===== src/rtl/atomic_store_gate_pkg.sv =====
package atomic_store_gate_pkg;

  typedef enum logic [2:0] {
    ATTR_BYPASS  = 3'd0,
    ATTR_WTHRU   = 3'd1,
    ATTR_WBACK   = 3'd2,
    ATTR_ISOLATE = 3'd3
  } cacheAttr_e;

  typedef enum logic [1:0] {
    SEL_NONE  = 2'd0,
    SEL_XLATE = 2'd1,
    SEL_STORE = 2'd2,
    SEL_LSERR = 2'd3
  } causeSel_e;

  typedef struct packed {
    logic      load;
    logic      fault;
    causeSel_e causeSel;
  } gateStrobe_t;

endpackage


===== src/rtl/atomic_store_gate_ctrl.sv =====
module atomic_store_gate_ctrl
  import atomic_store_gate_pkg::*;
#(
  parameter int CAUSE_W = 6,
  parameter int CTRL_W  = 6
) (
  input  logic               lookupValid,
  input  logic [CAUSE_W-1:0] xlateStatus,
  input  logic               pageRead,
  input  logic               pageWrite,
  input  logic [2:0]         cacheAttr,
  input  logic               dcachePresent,
  input  logic [CTRL_W-1:0]  atomCtrl,
  output gateStrobe_t        strb
);
  localparam int FIELD_W  = 2;
  localparam int N_FIELDS = CTRL_W / FIELD_W;

  logic [2:0]         attrEff;
  logic [N_FIELDS-1:0] fieldZero;
  logic               policyClass;
  logic               selZero;

  // one zero detector per policy field
  for (genvar g = 0; g < N_FIELDS; g++) begin : g_field
    assign fieldZero[g] = (atomCtrl[g*FIELD_W +: FIELD_W] == '0);
  end

  always_comb begin
    attrEff     = dcachePresent ? cacheAttr : 3'(ATTR_BYPASS);
    policyClass = (attrEff == 3'(ATTR_BYPASS)) || (attrEff == 3'(ATTR_WTHRU)) ||
                  (attrEff == 3'(ATTR_WBACK));
    selZero     = 1'b0;
    if (policyClass && (int'(attrEff) < N_FIELDS)) selZero = fieldZero[attrEff[1:0]];
  end

  always_comb begin
    strb.load     = lookupValid;
    strb.fault    = 1'b1;
    strb.causeSel = SEL_NONE;
    if (xlateStatus != '0)                  strb.causeSel = SEL_XLATE;
    else if (!(pageRead && pageWrite))      strb.causeSel = SEL_STORE;
    else if (attrEff == 3'(ATTR_ISOLATE))   strb.causeSel = SEL_LSERR;
    else if (policyClass && selZero)        strb.causeSel = SEL_LSERR;
    else                                    strb.fault    = 1'b0;
  end

endmodule


===== src/rtl/atomic_store_gate_dp.sv =====
module atomic_store_gate_dp
  import atomic_store_gate_pkg::*;
#(
  parameter int          ADDR_W  = 32,
  parameter int          CAUSE_W = 6,
  parameter logic [CAUSE_W-1:0] STORE_PROHIB_CAUSE = 29,
  parameter logic [CAUSE_W-1:0] LS_ERROR_CAUSE     = 3
) (
  input  logic               clk,
  input  logic               rstN,
  input  gateStrobe_t        strb,
  input  logic [CAUSE_W-1:0] xlateStatus,
  input  logic [ADDR_W-1:0]  vaddrIn,
  output logic               resultValid,
  output logic               resultFault,
  output logic [CAUSE_W-1:0] resultCause,
  output logic [ADDR_W-1:0]  resultVaddr
);
  logic [CAUSE_W-1:0] causeNext;

  always_comb begin
    unique case (strb.causeSel)
      SEL_XLATE: causeNext = xlateStatus;
      SEL_STORE: causeNext = STORE_PROHIB_CAUSE;
      SEL_LSERR: causeNext = LS_ERROR_CAUSE;
      default:   causeNext = '0;
    endcase
  end

  always_ff @(posedge clk) begin
    if (!rstN) begin
      resultValid <= 1'b0;
      resultFault <= 1'b0;
      resultCause <= '0;
      resultVaddr <= '0;
    end else begin
      resultValid <= strb.load;
      if (strb.load) begin
        resultFault <= strb.fault;
        resultCause <= causeNext;
        resultVaddr <= vaddrIn;
      end
    end
  end

  // result strobe tracks the lookup strobe by one cycle
  p_valid_follows_r2: assert property (@(posedge clk) disable iff (!rstN)
    strb.load |=> resultValid);
  p_valid_quiet_r2: assert property (@(posedge clk) disable iff (!rstN)
    !strb.load |=> !resultValid);
  // idle cycles leave the result untouched
  p_hold_r9: assert property (@(posedge clk) disable iff (!rstN)
    !strb.load |=> ($stable(resultFault) && $stable(resultCause) && $stable(resultVaddr)));

endmodule


===== src/rtl/atomic_store_gate.sv =====
module atomic_store_gate
  import atomic_store_gate_pkg::*;
#(
  parameter int          ADDR_W  = 32,
  parameter int          CAUSE_W = 6,
  parameter logic [CAUSE_W-1:0] STORE_PROHIB_CAUSE = 29,
  parameter logic [CAUSE_W-1:0] LS_ERROR_CAUSE     = 3
) (
  input  logic               clk,
  input  logic               rstN,
  input  logic               lookupValid,
  input  logic [CAUSE_W-1:0] xlateStatus,
  input  logic               pageRead,
  input  logic               pageWrite,
  input  logic [2:0]         cacheAttr,
  input  logic               dcachePresent,
  input  logic [5:0]         atomCtrl,
  input  logic [ADDR_W-1:0]  vaddrIn,
  output logic               resultValid,
  output logic               resultFault,
  output logic [CAUSE_W-1:0] resultCause,
  output logic [ADDR_W-1:0]  resultVaddr
);
  gateStrobe_t strb;

  atomic_store_gate_ctrl #(.CAUSE_W(CAUSE_W), .CTRL_W(6)) i_ctrl (
    .lookupValid(lookupValid), .xlateStatus(xlateStatus),
    .pageRead(pageRead), .pageWrite(pageWrite), .cacheAttr(cacheAttr),
    .dcachePresent(dcachePresent), .atomCtrl(atomCtrl), .strb(strb));

  atomic_store_gate_dp #(.ADDR_W(ADDR_W), .CAUSE_W(CAUSE_W),
    .STORE_PROHIB_CAUSE(STORE_PROHIB_CAUSE), .LS_ERROR_CAUSE(LS_ERROR_CAUSE)) i_dp (
    .clk(clk), .rstN(rstN), .strb(strb), .xlateStatus(xlateStatus),
    .vaddrIn(vaddrIn), .resultValid(resultValid), .resultFault(resultFault),
    .resultCause(resultCause), .resultVaddr(resultVaddr));

  // translation status is reported unchanged
  p_xlate_cause_r3: assert property (@(posedge clk) disable iff (!rstN)
    (lookupValid && xlateStatus != '0) |=> (resultFault && resultCause == $past(xlateStatus)));
  // permission fault wins over attribute policy
  p_perm_first_r8: assert property (@(posedge clk) disable iff (!rstN)
    (lookupValid && xlateStatus == '0 && !(pageRead && pageWrite))
      |=> (resultFault && resultCause == STORE_PROHIB_CAUSE));
  // isolate with a usable page always faults with load/store error
  p_isolate_r7: assert property (@(posedge clk) disable iff (!rstN)
    (lookupValid && xlateStatus == '0 && pageRead && pageWrite && dcachePresent &&
     cacheAttr == 3'(ATTR_ISOLATE)) |=> (resultFault && resultCause == LS_ERROR_CAUSE));
  // a pass carries no cause
  p_pass_clean_r7: assert property (@(posedge clk) disable iff (!rstN)
    (resultValid && !resultFault) |-> (resultCause == '0));

endmodule


===== config.mk =====
export PLATFORM = sky130hd
export DESIGN_NAME = atomic_store_gate
export DESIGN_NICKNAME = d
export VERILOG_FILES = /design/src/rtl/atomic_store_gate_pkg.sv /design/src/rtl/atomic_store_gate_ctrl.sv /design/src/rtl/atomic_store_gate_dp.sv /design/src/rtl/atomic_store_gate.sv
export SDC_FILE = /design/constraint.sdc
export NUM_CORES = 1
export LEC_CHECK = 0
export BUFFER_PORTS_ARGS = -buffer_cell sky130_fd_sc_hd__buf_2
export CORE_UTILIZATION = 47
export DETAILED_ROUTE_END_ITERATION = 16
export GPL_ROUTABILITY_DRIVEN = 0
export PLACE_DENSITY = 0.88
export SLEW_MARGIN = 10
export SYNTH_ARGS = -nofsm -noshare
export SYNTH_HDL_FRONTEND = slang
export SYNTH_HIERARCHICAL = 1
export SYNTH_SLANG_ARGS = --single-unit

===== constraint.sdc =====
create_clock -name clk -period 2.4 [get_ports clk]
set_input_delay 0.12 -clock clk [delete_from_list [all_inputs] [get_ports clk]]
set_output_delay 0.12 -clock clk [all_outputs]
set_load 0.01 [all_outputs]

# Word level (Yosys, flattened, before mapping)
# Cells that the tools add are included.
# W data, S select, Z words.
[word_totals] ff_bits=40 inputBits=53 output_inout_bits=40 elab_cells=35
[classes] order_cmp=2 n_eq_ne=6 mux=13 reduce_logical=10
[ops] op="$pmux W6 S3" n=1
[ops] op="$mux W2" n=4
[ops] op="$eq A3 B2 Y1 const B" n=2
[ops] op="$logic_not A2 Y1" n=3
[ops] op="$mux W1" n=6
[ops] op="$reduce_bool A6 Y1" n=1
[ops] op="$eq A2 B2 Y1 const B" n=2
[ops] op="$eq A3 B1 Y1 const B" n=1
[ops] op="$logic_and A1 B1 Y1" n=3
[ops] op="$logic_not A3 Y1" n=1
[ops] op="$lt A2 B3 Y1 const B" n=1
[ops] op="$lt A3 B2 Y1 const B" n=1
[ops] op="$mux W3" n=1
[ops] op="$bmux W1 S2" n=1
[ops] op="$eq A2 B1 Y1 const B" n=1
[ops] op="$logic_or A1 B1 Y1" n=2

# Longest topological paths before layout
# Gate-level depths: netlist of run 1.
[depth] ltp_word=13 mapped_depth=6 ltp_nobuf=6

# Modules after synthesis
# The synthesis of run 1 kept the hierarchy.
[modules_own_cells] mod="atomic_store_gate_dp" instances=1 cells_per_inst=135 area_per_inst_um2=1562.7 seq_area_each_um2=800.8
[modules_own_cells] mod="atomic_store_gate_ctrl" instances=1 cells_per_inst=16 area_per_inst_um2=113.9 seq_area_each_um2=0.0

# Worst setup path before layout of run 1
# OpenSTA, ideal clock, no wires.
[synth_timing] path_kind="input to register" startpoint="input xlateStatus[5]" endpoint="register i_dp.resultCause[4]" setup_ps=74 arrival_ps=1331 path_slack_ps=995 cell_stages=6 n_path_buf=0 cell_sequence="or4_4 > nor3_4 > inv_2 > a31oi_2 > nand2b_1 > a31oi_1"
[synth_lines] element="from (decl)" line="atomic_store_gate.sv:12" text="input logic [CAUSE_W-1:0] xlateStatus,"
[synth_lines] element="to (signal assigned)" line="atomic_store_gate_dp.sv:40" text="resultCause <= causeNext;"
[synth_lines] element="to (decl)" line="atomic_store_gate_dp.sv:16" text="output logic [CAUSE_W-1:0] resultCause,"

==> metrics, run 1 <==
status=complete, no violations; Critical Path Fanout Max=7; Synth Register Bits=40; post-synthesis sequential area ratio=47.76%; IR drop worst, VDD=0.3962 mV; utilization after layout=between 60% and 70%; CTS sink count=40; Total Neg Setup Slack=0 ns; RSZ-0062 raised after global routing=no; FP Rows=21; post-CTS setup buffer count=0; Final setup viols=0; CTS Buf Count=5; Req. time, crit path=2.67 ns; ANT cells=0; P per Cell Area=between 600 and 700 nW/um^2; antenna violations before repair=0; total of max-cap violations=0; slew margin rel.=a little under two thirds; Slew @ Worst Pin=0.5458 ns; post-synthesis instance total=151; Hold Buf Count CTS=0; Final Max Tran Viols=0; CTS tree=done; Psw=324.9 uW; Pleak=0.001115 uW; GRT overflow=0; nets=just under 300; Post-route DRC=0; via/cell ratio=4.719; CTS HTree Levels=2; ranking of synthesized cells by area=dfxtp_1 (48%), mux2i_1 (20%), nor2b_1 (12%), buf_12 (3.6%), a31oi_1 (1.5%); count of different cell masters after synthesis=27; HP Class=input pin to flip-flop; DP Worst Slack=0.7385 ns; final period utilization=53.85%; Die ar.=between 3000 and 4000 um^2; core area=3390 um^2; vias in the first global route=1166; Synth-to-Final Area Change=31.49%; Max Clock Freq=approximately 770 MHz; initial detailed-routing violation count=36; dpl hpwl=2344 um; Final Power=1416 uW; internal power=1092 uW; Crit path arrival time=1.56 ns; startpoint types=input pin; insertion delay to the later sink of the worst-skew pair=0.33 ns; Synth Area per Inst=roughly 11 um^2; Worst-path clk slew=0.12 ns; Clock Tree Buf Depth=2; largest net degree at the start of global routing=slightly above 40; final antenna-violating net count=0; mapped cell area=about 1700 um^2; PortBufs=92; FILL cells=289; cts repair resizes=0; Logic pwr share=14.8%; die height=61.73 um; share of power burned in registers=about half; syn nets=~200; final worst slack=1.108 ns; Tot GR Track Use=16.71%; initial core utilization=49.46%; fraction of layout cells with a size suffix above 1=43.39%; via count=1359; first-pass GRT wire length=4560 um; Synth Warn #=6; kind of critical path=input pin to flip-flop; WL final=3139 um; Die W=61.73 um; Sw Ratio=a little under a quarter; clock power share=34.2%; Pre-Repair DR Iteration Count=4; IO Pins=93; wire per inst=10.90 um; Clock Skews=0 ns; top-area cell type share of the netlist area=between 40% and 50%; Final Hold Violating Endpoints=0; clock tree root buffer cell=clkbuf_4; top cell type by total area after synthesis=dfxtp_1; final worst path period need=1.292 ns; critical path capture point type=flip-flop
[worst paths after layout]
path | start | endpoint | slack (ns) | cells after the start
max reg2reg | i_dp/resultCause[2]$_SDFFE_PN0P_ | i_dp/resultCause[2]$_SDFFE_PN0P_ | 1.71 | 2
min | vaddrIn[11] | i_dp/resultVaddr[11]$_SDFFE_PN0P_ | 0.03 | 3
max | xlateStatus[5] | i_dp/resultCause[2]$_SDFFE_PN0P_ | 1.11 | 7
min reg2reg | i_dp/resultCause[1]$_SDFFE_PN0P_ | i_dp/resultCause[1]$_SDFFE_PN0P_ | 0.49 | 2
[synth_stat cells, drive strengths merged]
master	count
a22o	1
nor2b	33
nor2	2
nand2b	4
nand4b	1
buf	6
a31oi	5
mux2i	33
clkbuf	4
o211ai	1
a21oi	2
or4	1
nor3	1
nand2	2
nand3b	3
nand4	1
dfxtp	40
inv	1
and2	1
a211oi	1
o21bai	1
o21ai	5
a21boi	2
[metrics by stage]
step                cells  hold WS [ns]  cell area [um^2]
floorplan             151        0.2895              1677
global placement      280        0.3744              2110
detailed placement    280        0.3876              2110
CTS                   288       0.02039              2205
global route          288       0.01758              2205
finish                288       0.03399              2205
[power by group through the flow]
stage | clock network (uW) | registers, uW | logic [uW]
final | 484 | 722 | 210
after global routing | 530 | 728 | 237
after detailed placement | 0 | 736 | 213
after floorplan | 0 | 757 | 106
after CTS | 501 | 722 | 213
after global placement | 0 | 735 | 209
[layout make-up]
type                       count  area, um^2  share of cell area (%)
tap                           46       57.56                   2.611
timing repair buffer          93       480.5                   21.79
clock buffer                   7       65.06                   2.951
sequential                    40       800.8                   36.32
clock inverter                 1       30.03                   1.362
multi-input combinational    100       767.0                   34.79
inverter                       1       3.754                  0.1703
[registers in the layout, indices dropped and copies added (netlist names)]
register / flops
i_dp/resultVaddr: 32
i_dp/resultCause: 6
i_dp/resultFault: 1
i_dp/resultValid: 1
[critical path: stages]
cell and delay (ns):
buf_2 0.10, or4_4 0.53, nor3_4 0.16, inv_2 0.05
a31oi_2 0.27, nand2b_1 0.15, a31oi_1 0.18
[kinds of logic after synthesis]
| family | count (synthesis) | synth area share (%) |
|---|---|---|
| AOI/OAI and AO/OA | 18 | 7.089 |
| buffers and inverters | 11 | 6.492 |
| DFF | 40 | 47.76 |
| muxes | 33 | 19.70 |
| and+or+nand+nor | 49 | 18.96 |
[cell usage in the layout, fill, tap and decap left out, types with 2 or more instances in the layout]
cell / n
nor2b_1: 33
nor2_1: 2
a21boi_1: 2
a21oi_1: 2
dfxtp_1: 40
clkbuf_8: 2
clkbuf_4: 5
nand3b_1: 3
buf_2: 92
mux2i_1: 33
a31oi_1: 4
nand2_1: 2
o21ai_0: 4
nand2b_1: 4
[routing by layer]
metal	global-route usage, %	part of all wire [%]
met1	16.95	44
met2	29.03	45
met3	8.696	10
met4	6.667	1.1
met5	0	0
No activity file was read; power rests on OpenSTA's default activity.
==> inputs of run 2 (changes only) <==
Settings changed: CORE_UTILIZATION 47 to 44, PLACE_DENSITY 0.88 to 0.83.
Clock period 2.4 ns to 1.3 ns, I/O delays scaled along.
==> metrics, run 2 (synthesis gave the netlist of run 1 again) <==
internal power=1945 uW; GRT overflow=0; IR drop worst, VDD=0.5273 mV; Total Neg Setup Slack=0 ns; WL final=3047 um; nets=300; vias in the first global route=1261; via/cell ratio=4.655; Sw Ratio=24.35%; commonest non-fill, non-tap cells in the layout=buf_2 (91), dfxtp_1 (40), mux2i_1 (33), nor2b_1 (33); Most flops, register=i_dp/resultVaddr; CTS tree=done; Final setup viols=0; Clock Tree Buf Depth=2; FILL cells=approximately 310; slew margin rel.=between 70% and 80%; P per Cell Area=1131 nW/um^2; crit-path max cell delay=0.53 ns; Post-route DRC=0; wire length on met1=1389 um; top flop regs=i_dp/resultVaddr x32, i_dp/resultCause x6; hold_sp=vaddrIn[16]; share of power burned in registers=about 52%; Psw=about 630 uW; Worst Hold Endpoint=i_dp/resultVaddr[16]$_SDFFE_PN0P_; Clock Skews=0 ns; CTS Buf Count=5; final antenna-violating net count=0; Synth-to-Final Area Change=35.60%; Final Max Tran Viols=0; final worst slack=0.06055 ns; cell with the largest stage delay on the worst path=or4_4; CTS HTree Levels=2; reg-to-reg setup timing slack=around 0.63 ns; Pre-Repair DR Iteration Count=4; Req. time, crit path=1.51 ns; RSZ-0062 raised after global routing=yes; core area=3661 um^2; Critical Path Fanout Max=7; Final Hold Violating Endpoints=0; CP Cell Sequence=buf_6 > or4_4 > nor3_4 > inv_2 > a31oi_4 > nand2b_1 > a31oi_1; CP bufs+invs=2; Hold Buf Count CTS=0; Logic pwr share=15.6%; clock power share=approximately 33%; final period utilization=95.34%; ANT cells=0; initial core utilization=between 40 and 50%; kind of critical path=input pin to flip-flop; Tot GR Track Use=15.99%; DP Worst Slack=-0.2950 ns; Die W=approximately 64 um; dpl hpwl=2317 um; total of max-cap violations=0; antenna violations before repair=0; Top Layer Used=met4; Worst-path clk slew=0.07 ns; fraction of layout cells with a size suffix above 1=45.16%; FP Rows=22; status=complete, no violations; largest net degree at the start of global routing=47; final worst path period need=1.239 ns; clock tree root buffer cell=clkbuf_8; commonest non-fill, non-tap cell in the layout=buf_2; Slew @ Worst Pin=0.3794 ns; reg2reg start=i_dp/resultCause[4]$_SDFFE_PN0P_; PortBufs=92; insertion delay to the later sink of the worst-skew pair=between 0.2 and 0.3 ns; wire per inst=10.29 um; via count=1378; CP startpoint=xlateStatus[5]; HP Class=input pin to flip-flop; startpoint types=input pin; critical path capture point type=flip-flop; initial detailed-routing violation count=63; first-pass GRT wire length=5181 um; Max Clock Freq=slightly above 800 MHz; routed wl met2=1319 um; Pleak=0.001139 uW; IO Pins=93; CTS sink count=40; Die ar.=4062 um^2; WHS Path Cells=3; reg2reg end=i_dp/resultCause[4]$_SDFFE_PN0P_; die height=63.73 um; Crit path arrival time=1.45 ns; critical path's top delay family=simple AND/OR/NAND/NOR gates; max FFs per register=32; Worst Reg-to-Reg Cells=2; WL met3=~300 um
==> run 2: changes by cell type in the layout (fill, tap and decap cells not counted), sizes merged <==
cell and change:
clkbuf -1, buf +6, bufinv -1, clkinvlp +2
==> run 2: worst register-to-register path, cell delays in order (launching register included) <==
cell     delay [ns]
dfxtp_1        0.35
o21ai_0        0.08
a31oi_1        0.17
==> run 2: worst max path at each step <==
stage	cells after the start	slack, ns	endpoint
2_1_floorplan	6	-0.03	i_dp/resultCause[4]$_SDFFE_PN0P_
3_3_place_gp	7	-0.19	i_dp/resultCause[2]$_SDFFE_PN0P_
3_5_place_dp	7	-0.30	i_dp/resultCause[4]$_SDFFE_PN0P_
4_1_cts	7	0.03	i_dp/resultCause[4]$_SDFFE_PN0P_
5_1_grt	7	-0.02	i_dp/resultCause[2]$_SDFFE_PN0P_
6_report	7	0.06	i_dp/resultCause[4]$_SDFFE_PN0P_
==> run 2: repair_timing <==
action / CTS / global route
setup endpoints to repair: 0 / 3
setup buffers: 0 / 0
resized for setup: 0 / 1
==> run 2: layer usage <==
layer	up-vias	global-route usage [%]
met5	-	0
met4	0	6.818
met3	5	5.000
met2	71	25.66
met1	593	19.62
li1	709	-
==> run 2: layout make-up <==
type / instances / area [um^2] / area share (%)
timing repair buffer: 99 / 531.8 / 23.39
clock inverter: 2 / 15.01 / 0.6604
sequential: 40 / 800.8 / 35.22
multi-input combinational: 100 / 779.5 / 34.29
clock buffer: 6 / 82.58 / 3.632
inverter: 1 / 3.754 / 0.1651
tap: 48 / 60.06 / 2.642
==> run 2: power by group through the flow <==
stage / combinational (uW) / clock [uW] / sequential (uW)
3_5_place_dp: 407 / 0 / 1360
4_1_cts: 407 / 871 / 1330
3_3_place_gp: 400 / 0 / 1360
5_1_grt: 446 / 940 / 1340
2_1_floorplan: 199 / 0 / 1400
6_report: 402 / 836 / 1330
==> run 2: metrics by stage <==
stage / total power [uW] / instance area [um^2] / std cells / utilization, % / hold slack [ns]
floorplan: 1597 / 1689 / 151 / - / 0.2345
CTS: 2612 / 2267 / 296 / 61.93 / 0.02511
detailed placement: 1768 / 2170 / 288 / 59.26 / 0.3299
global placement: 1759 / 2170 / 288 / 59.26 / 0.3201
global route: 2728 / 2273 / 296 / 62.10 / 0.01922
finish: 2571 / 2273 / 296 / 62.10 / 0.03243
==> inputs of run 3 (changes only) <==
Settings changed: REMOVE_ABC_BUFFERS set to 1.
==> metrics, run 3 (synthesis gave the netlist of run 1 again) <==
status=complete, no violations; via/cell ratio=4.644; Clock Skews=0 ns; cell with the largest stage delay on the worst path=or4_4; final antenna-violating net count=0; share of power burned in registers=a little under half; die height=63.73 um; kind of critical path=input pin to flip-flop; initial core utilization=45.80%; critical path's top delay family=simple AND/OR/NAND/NOR gates; Die ar.=4062 um^2; Total Neg Setup Slack=0 ns; FP Rows=22; placed inst area=2172 um^2; GRT overflow=0; total of max-cap violations=0; Die W=63.73 um; clock tree root buffer cell=clkbuf_8; HP Class=input pin to flip-flop; crit-path max cell delay=0.53 ns; Critical Path Fanout Max=7; Most flops, register=i_dp/resultVaddr; IR drop worst, VDD=0.9693 mV; Final setup viols=0; CP Cell Sequence=buf_6 > or4_4 > nor3_4 > inv_2 > a31oi_4 > nand2b_1 > a31oi_1; dpl hpwl=2579 um; via count=1384; CTS Buf Count=5; IO Pins=93; commonest non-fill, non-tap cell in the layout=buf_2; max FFs per register=32; Max Clock Freq=810.5 MHz; Hold Buf Count CTS=0; Logic pwr share=approximately 14%; nets=approximately 300; critical path capture point type=flip-flop; wire per inst=approximately 11 um; largest net degree at the start of global routing=32; clock power share=about two fifths; Slew @ Worst Pin=between 0.4 and 0.5 ns; CP startpoint=xlateStatus[5]; Req. time, crit path=approximately 1.5 ns; top flop regs=i_dp/resultVaddr x32, i_dp/resultCause x6; PortBufs=92; final period utilization=94.91%; Sw Ratio=22.16%; core area=about 3700 um^2; Final Max Tran Viols=0; CTS HTree Levels=2; Final Hold Violating Endpoints=0; CP bufs+invs=2; WL final=3384 um; Synth-to-Final Area Change=38.21%; ANT cells=0; Tot GR Track Use=17.03%; P per Cell Area=roughly 1200 nW/um^2; Crit path arrival time=1.44 ns; insertion delay to the later sink of the worst-skew pair=0.28 ns; Psw=624.9 uW; startpoint types=input pin; reg2reg start=i_dp/resultCause[2]$_SDFFE_PN0P_; Worst-path clk slew=0.07 ns; vias in the first global route=1261; fraction of layout cells with a size suffix above 1=between 40% and 50%; Post-route DRC=0; initial detailed-routing violation count=71; CTS sink count=40; Pleak=approximately 0.0012 uW; first-pass GRT wire length=approximately 5300 um; Clock Tree Buf Depth=2; RSZ-0062 raised after global routing=yes; post-CTS setup buffer count=0; slew margin rel.=71.48%; antenna violations before repair=0; commonest non-fill, non-tap cells in the layout=buf_2 (91), dfxtp_1 (40), mux2i_1 (33), nor2b_1 (33), buf_4 (8); hold_sp=vaddrIn[13]; Final Cell Area=2317 um^2; CTS tree=done; Pre-Repair DR Iteration Count=4; internal power=2196 uW; final worst path period need=1.234 ns; Final Power=~2800 uW
[run 3: worst min-delay path: cells and delay by family]
kind,cells,cell delay [ns]
muxes,1,0.05
buffers and inverters,1,0.07
and+or+nand+nor,1,0.09
[run 3: area by class of cell]
type                            count  area, um^2
Sequential cell                    40       800.8
Inverter                            1       3.754
Multi-Input combinational cell    100       779.5
Timing Repair Buffer              101       546.8
Clock buffer                        7       96.34
Clock inverter                      1       30.03
Fill cell                         321        1344
Tap cell                           48       60.06
[run 3: stage by stage]
step                      setup slack (ns)  std cells  hold WS, ns  utilization (%)
after detailed placement           -0.3133        290       0.3333            59.33
after CTS                          0.06871        298      0.02028            63.02
final                              0.06616        298      0.03140            63.29
after global routing             -0.006351        298      0.04150            63.29
after global placement             -0.2358        290       0.3190            59.33
after floorplan                   -0.05039        141       0.1544                -
[run 3: final timing paths]
| path | end | slack [ns] | depth (start not counted) |
|---|---|---|---|
| worst max-delay path | i_dp/resultCause[2]$_SDFFE_PN0P_ | 0.07 | 7 |
| worst min-delay path | i_dp/resultVaddr[13]$_SDFFE_PN0P_ | 0.03 | 3 |
| worst max register to register | i_dp/resultCause[2]$_SDFFE_PN0P_ | 0.65 | 2 |
| worst min register to register | i_dp/resultCause[5]$_SDFFE_PN0P_ | 0.47 | 2 |
[run 3: power groups by stage]
stage	combinational, uW	sequential, uW	clock (uW)
floorplan	135	1400	0
detailed placement	411	1360	0
CTS	414	1330	1110
finish	410	1330	1080
global placement	401	1360	0
global route	451	1340	1160
[run 3: timing repair]
action                     in CTS  in global routing
gates resized for setup         1                  2
pin swaps                       0                  0
setup endpoints to repair       2                  4
[run 3: metal layers]
layer,share of wire [%],vias to the layer above,track usage [%]
met5,0,-,0
met4,1.4,0,9.375
met3,6.7,4,4.821
met2,49,63,29.39
met1,43,610,18.68
li1,-,707,-
